==> config.mk <==
export PLATFORM = sky130hd
export DESIGN_NAME = dispatch_group_former
export DESIGN_NICKNAME = d
export VERILOG_FILES = /design/src/rtl/dgf_pkg.sv /design/src/rtl/dgf_place.sv /design/src/rtl/dgf_outreg.sv /design/src/rtl/dispatch_group_former.sv
export SDC_FILE = /design/constraint.sdc
export NUM_CORES = 1
export LEC_CHECK = 0
export BUFFER_PORTS_ARGS = -buffer_cell sky130_fd_sc_hd__buf_2
export CORE_ASPECT_RATIO = 1.4
export CORE_MARGIN = 5
export CORE_UTILIZATION = 25
export DETAILED_ROUTE_END_ITERATION = 16
export GPL_TIMING_DRIVEN = 0
export PLACE_DENSITY_LB_ADDON = 0.25
export SYNTH_ARGS = -nofsm -noshare
export SYNTH_HDL_FRONTEND = slang
export SYNTH_HIERARCHICAL = 1
export SYNTH_SLANG_ARGS = --single-unit
export TNS_END_PERCENT = 20
==> constraint.sdc <==
create_clock -name clk -period 3.9 [get_ports clk]
set_clock_uncertainty 0.05 [all_clocks]
set_input_delay 0.39 -clock clk [delete_from_list [all_inputs] [get_ports clk]]
set_output_delay 0.39 -clock clk [all_outputs]
set_load 0.005 [all_outputs]
==> src/rtl/dgf_pkg.sv <==
package dgf_pkg;
  localparam int NB_SLOTS = 4;
  localparam int BR_SLOTS = 2;
  localparam int SLOTS    = NB_SLOTS + BR_SLOTS;

  typedef enum logic [2:0] {
    CL_PLAIN   = 3'd0,
    CL_PAIR    = 3'd1,
    CL_FULL    = 3'd2,
    CL_BRANCH  = 3'd3,
    CL_TO_CR   = 3'd4,
    CL_FROM_CR = 3'd5
  } iclass_e;

  // Slots an instruction of class cls would take given the occupancy occ;
  // zero when it cannot be placed.
  function automatic logic [SLOTS-1:0] pick_slots(logic [SLOTS-1:0] occ, logic [2:0] cls);
    logic [SLOTS-1:0] m;
    m = '0;
    case (cls)
      CL_PAIR:    if (occ == '0) m = SLOTS'(3);
      CL_FULL:    if (occ == '0) m = SLOTS'((1 << NB_SLOTS) - 1);
      CL_BRANCH: begin
        if (!occ[NB_SLOTS])          m = SLOTS'(1) << NB_SLOTS;
        else if (!occ[NB_SLOTS + 1]) m = SLOTS'(1) << (NB_SLOTS + 1);
      end
      CL_TO_CR:   if (!occ[NB_SLOTS-1]) m = SLOTS'(1) << (NB_SLOTS - 1);
      CL_FROM_CR: if (!occ[0]) m = SLOTS'(1);
      default: begin
        for (int i = NB_SLOTS - 1; i >= 0; i--)
          if (!occ[i]) m = SLOTS'(1) << i;
      end
    endcase
    return m;
  endfunction

  // True when placing cls seals the group (second branch).
  function automatic logic seals_group(logic [SLOTS-1:0] occ, logic [2:0] cls);
    return (cls == CL_BRANCH) && occ[NB_SLOTS];
  endfunction
endpackage

==> src/rtl/dgf_place.sv <==
module dgf_place
  import dgf_pkg::*;
(
  input  logic [SLOTS-1:0] occ,
  input  logic [2:0]       cls,
  output logic [SLOTS-1:0] place,
  output logic             fits,
  output logic             seals
);
  always_comb begin
    place = pick_slots(occ, cls);
    fits  = (place != '0);
    seals = fits && seals_group(occ, cls);
  end
endmodule

==> src/rtl/dgf_outreg.sv <==
module dgf_outreg
  import dgf_pkg::*;
#(
  parameter int TAG_W = 8
) (
  input  logic                   clk,
  input  logic                   rst_n,
  input  logic                   load,
  input  logic [SLOTS-1:0]       ld_valid,
  input  logic [SLOTS*TAG_W-1:0] ld_tag,
  input  logic                   ready,
  output logic                   grp_valid,
  output logic [SLOTS-1:0]       slot_valid,
  output logic [SLOTS*TAG_W-1:0] slot_tag,
  output logic                   free
);
  assign free = !grp_valid || ready;

  always_ff @(posedge clk) begin
    if (!rst_n) begin
      grp_valid  <= 1'b0;
      slot_valid <= '0;
      slot_tag   <= '0;
    end else if (load) begin
      grp_valid  <= 1'b1;
      slot_valid <= ld_valid;
      slot_tag   <= ld_tag;
    end else if (ready) begin
      grp_valid  <= 1'b0;
      slot_valid <= '0;
      slot_tag   <= '0;
    end
  end
endmodule

==> src/rtl/dispatch_group_former.sv <==
module dispatch_group_former
  import dgf_pkg::*;
#(
  parameter int TAG_W = 8
) (
  input  logic                   clk,
  input  logic                   rst_n,
  input  logic                   in_valid,
  output logic                   in_ready,
  input  logic [2:0]             in_class,
  input  logic [TAG_W-1:0]       in_tag,
  output logic                   grp_valid,
  input  logic                   grp_ready,
  output logic [SLOTS-1:0]       slot_valid,
  output logic [SLOTS*TAG_W-1:0] slot_tag
);
  localparam logic [SLOTS-1:0] NONE = '0;

  logic [SLOTS-1:0] acc_occ;
  logic [TAG_W-1:0] acc_tag [SLOTS];

  // named internal events
  logic [SLOTS-1:0] place_w, fresh_w, unused_fresh_w;
  logic             fits_w, seals_w, fresh_fits_w, fresh_seals_w;
  logic             out_free_w, take_w, spill_w, seal_w, idle_w, emit_w;
  logic [SLOTS-1:0]       emit_valid_w;
  logic [SLOTS*TAG_W-1:0] emit_tag_w;

  // placement into the open group
  dgf_place u_place_cur (
    .occ(acc_occ), .cls(in_class), .place(place_w), .fits(fits_w), .seals(seals_w));
  // placement into a freshly opened group
  dgf_place u_place_new (
    .occ(NONE), .cls(in_class), .place(fresh_w), .fits(fresh_fits_w), .seals(fresh_seals_w));

  assign unused_fresh_w = fresh_w & {SLOTS{fresh_fits_w & ~fresh_seals_w}};

  assign in_ready = out_free_w || (fits_w && !seals_w);
  assign take_w   = in_valid && in_ready;
  assign spill_w  = in_valid && !fits_w;
  assign seal_w   = in_valid && seals_w;
  assign idle_w   = !in_valid && (acc_occ != '0);
  assign emit_w   = out_free_w && (spill_w || seal_w || idle_w);

  assign emit_valid_w = seal_w ? (acc_occ | place_w) : acc_occ;

  for (genvar k = 0; k < SLOTS; k++) begin : g_slot
    always_comb begin
      if (!emit_valid_w[k])             emit_tag_w[k*TAG_W +: TAG_W] = '0;
      else if (seal_w && place_w[k])    emit_tag_w[k*TAG_W +: TAG_W] = in_tag;
      else                              emit_tag_w[k*TAG_W +: TAG_W] = acc_tag[k];
    end

    always_ff @(posedge clk) begin
      if (!rst_n)
        acc_tag[k] <= '0;
      else if (take_w && (fits_w ? place_w[k] : unused_fresh_w[k]))
        acc_tag[k] <= in_tag;
    end
  end

  always_ff @(posedge clk) begin
    if (!rst_n)
      acc_occ <= '0;
    else if (take_w) begin
      if (!fits_w)      acc_occ <= unused_fresh_w;
      else if (seals_w) acc_occ <= '0;
      else              acc_occ <= acc_occ | place_w;
    end else if (emit_w)
      acc_occ <= '0;
  end

  dgf_outreg #(.TAG_W(TAG_W)) u_out (
    .clk(clk), .rst_n(rst_n), .load(emit_w), .ld_valid(emit_valid_w), .ld_tag(emit_tag_w),
    .ready(grp_ready), .grp_valid(grp_valid), .slot_valid(slot_valid), .slot_tag(slot_tag),
    .free(out_free_w));
endmodule

Word level (Yosys, flattened, before mapping)
Memory sizes are Yosys's and may differ from the RTL's.
Cells that the tools add are included.
{"block": "word_totals", "register_bits": 61, "ramBits": 48, "inputBits": 15, "out_inout_bits": 56, "elab_cells": 117, "memories": 1}
{"block": "op_classes", "n_eq_ne": 5, "mux": 65, "n_bitwise": 8, "reduce_logical": 34}
{"name": "acc_tag", "depth": 6, "word_bits": 8, "read_ports": 6, "rd_clocked_by_memory_dff": 0, "wr": 6, "line": "dispatch_group_former.sv:20", "text": "logic [TAG_W-1:0] acc_tag [SLOTS];"}
{"cell": "$mux W8", "count": 18}
{"cell": "$mux W48", "count": 2}
{"cell": "$mux W6", "count": 9}
{"cell": "$pmux W6 S5", "count": 1}
{"cell": "$mux W1", "count": 28}
{"cell": "$logic_and A1 B1 Y1", "count": 20}
{"cell": "$mux W4", "count": 5}
{"cell": "$pmux W5 S4", "count": 1}
{"cell": "$reduce_bool A6 Y1", "count": 3}
{"cell": "$and A6 B6 Y6", "count": 1}
{"cell": "$eq A3 B2 Y1 const B", "count": 2}
{"cell": "$eq A3 B3 Y1 const B", "count": 2}
{"cell": "$logic_not A6 Y1", "count": 1}
{"cell": "$or A1 B1 Y1", "count": 6}
{"cell": "$or A6 B6 Y6", "count": 1}
{"cell": "$logic_not A1 Y1", "count": 4}
{"cell": "$logic_or A1 B1 Y1", "count": 4}
{"cell": "$reduce_bool A2 Y1", "count": 2}
{"cell": "$eq A3 B1 Y1 const B", "count": 1}
{"cell": "$mux W2", "count": 1}

Longest topological paths before layout
{"block": "depth", "depth_word": 16, "mapped_depth": 12, "depth_no_buf": 9}

By module
Netlist, hierarchy kept.
{"module": "dispatch_group_former", "instances": 1, "cells_per_inst": 345, "area_each_um2": 3106.7, "seq_area_each_um2": 1561.5}
{"module": "dgf_outreg", "instances": 1, "cells_per_inst": 245, "area_each_um2": 2217.1, "seq_area_each_um2": 1101.1}
{"module": "dgf_place", "instances": 2, "cells_per_inst": 31, "area_each_um2": 207.7, "seq_area_each_um2": 0.0}

Least setup slack after synthesis
Ideal clock, no wire load.
{"block": "synth_path", "path_type": "input to register", "from": "input port in_class[2]", "to": "memory acc_tag[3][0] (enable)", "setup_time_ps": 384, "arrival_time_ps": 2414, "required_time_ps": 3466, "setup_slack_ps": 1052, "stages": 9, "path_buffers": 2, "cell_sequence": "or3_4 -> a211o_1 -> nand2_2 -> nand4bb_1 -> nor2b_2 -> buf_6 -> o21ai_2 -> buf_2 -> o21ai_0"}
{"item": "from (decl)", "line": "dispatch_group_former.sv:10", "text": "input logic [2:0] in_class,"}
{"item": "to (decl)", "line": "dispatch_group_former.sv:20"}

==> metrics.md <==
| Metric | Value |
|---|---|
| Status | finished, final reports clean |
| Post-route minimum period | 3260 ps |
| Top-Level Pins | 71 |
| Switch share | 28.4% |
| Root buf cell | clkbuf_16 |
| Core area | 22,600 um2 |
| Sequential-to-total area share from yosys stat | 46.4% |
| Post-Syn Area | 5740 um2 |
| TritonCTS clock tree | done |
| Port bufs | 70 |
| Setup violators final | 0 |
| Yosys top cell area share | 25.1% |
| Via count | 4,627 |
| Post-CTS Setup Inserts | 0 |
| Unrepaired setup endpoints after global routing | no |
| Total Routing Usage GR | 12.1% |
| Hpwl dp | 11.9 mm |
| Cells after DPL | 1,048 |
| Sink Count | 109 |
| Slew HR | between 20% and 30% |
| Crit path required time | about 3800 ps |
| Post-CTS sizing | 0 |
| Chip Height | ~190 um |
| Synth top area cells | edfxtp_1 (25%), dfxtp_1 (21%), nand2b_1 (6.8%) |
| Layout cells sized above 1 | around 20% |
| Flop pwr share | between 40% and 50% |
| Yosys cell types | 48 |
| Type of element launching the critical path | flop |
| Gpl congestion | 0.778 |
| Fin nets | 773 |
| Die area | 26,100 um2 |
| EDFF count, synth | 48 |
| Final period util | between 80% and 90% |
| Number of max-cap violations | 0 |
| Crit path DAT | 3170 ps |
| Comb pwr share | between 15 and 20% |
| Clock buffer depth | 2 |
| ANT nets after route | 0 |
| Sw Pwr | slightly below 0.8 mW |
| R2r setup slk | between 600 and 700 ps |
| Routed WL per cell | 14.9 um |
| Post-route insts no fill | 1,064 |
| Vias/cell | between 4 and 5 |
| Mean Syn Cell Area | 8.80 um2 |
| Crit path kind | flop to flop |
| Ys async rst share | 0% |
| Worst Path Max Fanout | 10 |
| Global-route wire length before repair | 25.1 mm |
| Worst vdd ir | 0.000221 V |
| Rows | 65 |
| #FFs+latches synth | about 110 |
| N_diodes | 0 |
| DRC Markers | 0 |
| Area grow syn2layout | 19.6% |
| Cell-internal power | 1.95 mW |
| Worst Hold Margin | 311 ps |
| Final Max Tran Viols | 0 |
| H-tree lvl count | 3 |
| Post-CTS Hold Fix Bufs | 0 |
| Pwr Density | 396 nW/um2 |
| Initial antenna violation count | 1 |
| Fmax | between 300 and 400 MHz |
| Pin count of the biggest net entering global routing | 20 |
| Area leader, netlist | edfxtp_1 |
| Count of final hold-check violations | 0 |
| Iter 0 DRT Violations | around 250 |
| Synth Instances | 652 |
| Clock power share | 35.4% |
| Worst-Margin Slew | around 1200 ps |
| Clock-pin slew on the worst setup and hold paths | approximately 80 ps |
| CTS Buf Count | 9 |
| Leak Pwr | 2.54 nW |
| Total power | 2.72 mW |
| Initial Util | 25.4% |
| Number of global-route vias before repair | 4,556 |
| Critical Path Sink Type | flop |
| TritonRoute pass-1 iters | 4 |
| Chip width | roughly 140 um |
| Clk_lat worst skew | 350 ps |
| Setup TNS | 0 ps |
| WL final | around 16 mm |
| Grt ovf | 0 |
| Synth warnings | 6 |
| Min-delay worst type | input pin to flop |
| Most used DFF post-synth | dfxtp_1 |
-- layout make-up --
| type | count | area (um2) |
|---|---|---|
| inverter | 7 | 26.3 |
| multi-input combinational | 506 | 2790 |
| tap | 301 | 377 |
| fill | 2486 | 15700 |
| clock buffer | 9 | 225 |
| buffer | 55 | 352 |
| clock inverter | 7 | 81.3 |
| timing repair buffer | 70 | 350 |
| sequential | 109 | 2660 |
-- Yosys cell counts (all sizes together), types with 5 or more instances --
master / instances
and2: 48
o21ai: 116
nor3: 5
nor2: 10
dfxtp: 61
nand3: 58
or2: 6
clkbuf: 26
a22oi: 6
buf: 29
nor3b: 7
edfxtp: 48
nand2: 105
a21oi: 12
inv: 7
nand2b: 62
and3: 6
-- layout by cell type (no fill, tap or decap), types with 26 or more instances in the layout --
master,count
nand2_1,103
nand2b_1,62
edfxtp_1,48
o21ai_1,48
and2_1,48
nand3_1,58
dfxtp_1,61
o21ai_0,63
buf_2,77
conb_1,26
-- metrics by stage --
step	utilization [%]	setup slack (ps)	instance area, um2
after floorplan	-	1050	5830
after global placement	29.0	401	6560
after detailed placement	29.0	369	6560
after CTS	30.4	607	6870
after global routing	30.4	379	6870
final	30.4	645	6870
-- per-layer routing --
metal	vias to the layer above	wire length [um]	track usage [%]
li1	2435	-	-
met1	2112	7140	14.8
met2	72	7970	21.5
met3	6	569	2.20
met4	2	136	4.11
met5	-	13	0
-- worst max-delay path, cell delays in order, from the launching register on --
cell,delay [ps]
dfxtp_1,380
nor4_2,460
nand3_1,130
nand2b_1,180
nand4bb_1,160
nor2b_2,160
buf_6,150
o21ai_2,80
buf_2,200
o21ai_0,920
-- worst paths after layout --
path / from / endpoint / depth (start not counted)
min reg2reg: u_out/slot_tag[24] / u_out/slot_tag[24] / 2
max: acc_occ[1] / acc_tag[5][0] / 9
min: in_tag[2] / acc_tag[0][2] / 2
max reg2reg: acc_occ[1] / acc_tag[5][0] / 9
-- flip-flops by register name, summed over array words and instances (netlist names) --
name and cells:
acc_tag 48, u_out/slot_tag 48, acc_occ 6, u_out/slot_valid 6, u_out/grp_valid 1
-- cells by family (layout without fill, tap and decap cells) --
family,after synthesis,after routing,share of synthesized area [%]
DFF,109,109,46.4
xor gates and xnor gates,2,2,0.305
other,1,26,0.0653
AOI/OAI and AO/OA,155,155,15.7
buffers and inverters,62,148,6.58
and+or+nand+nor,323,323,31.0
-- power groups by stage --
stage / Combinational (mW) / Sequential (mW) / Clock [mW]
2_1_floorplan: 0.348 / 1.29 / 0
3_3_place_gp: 0.491 / 1.30 / 0
3_5_place_dp: 0.491 / 1.30 / 0
4_1_cts: 0.492 / 1.27 / 0.991
5_1_grt: 0.535 / 1.28 / 1.03
6_report: 0.487 / 1.27 / 0.963
(Power assumes the default switching activity.)
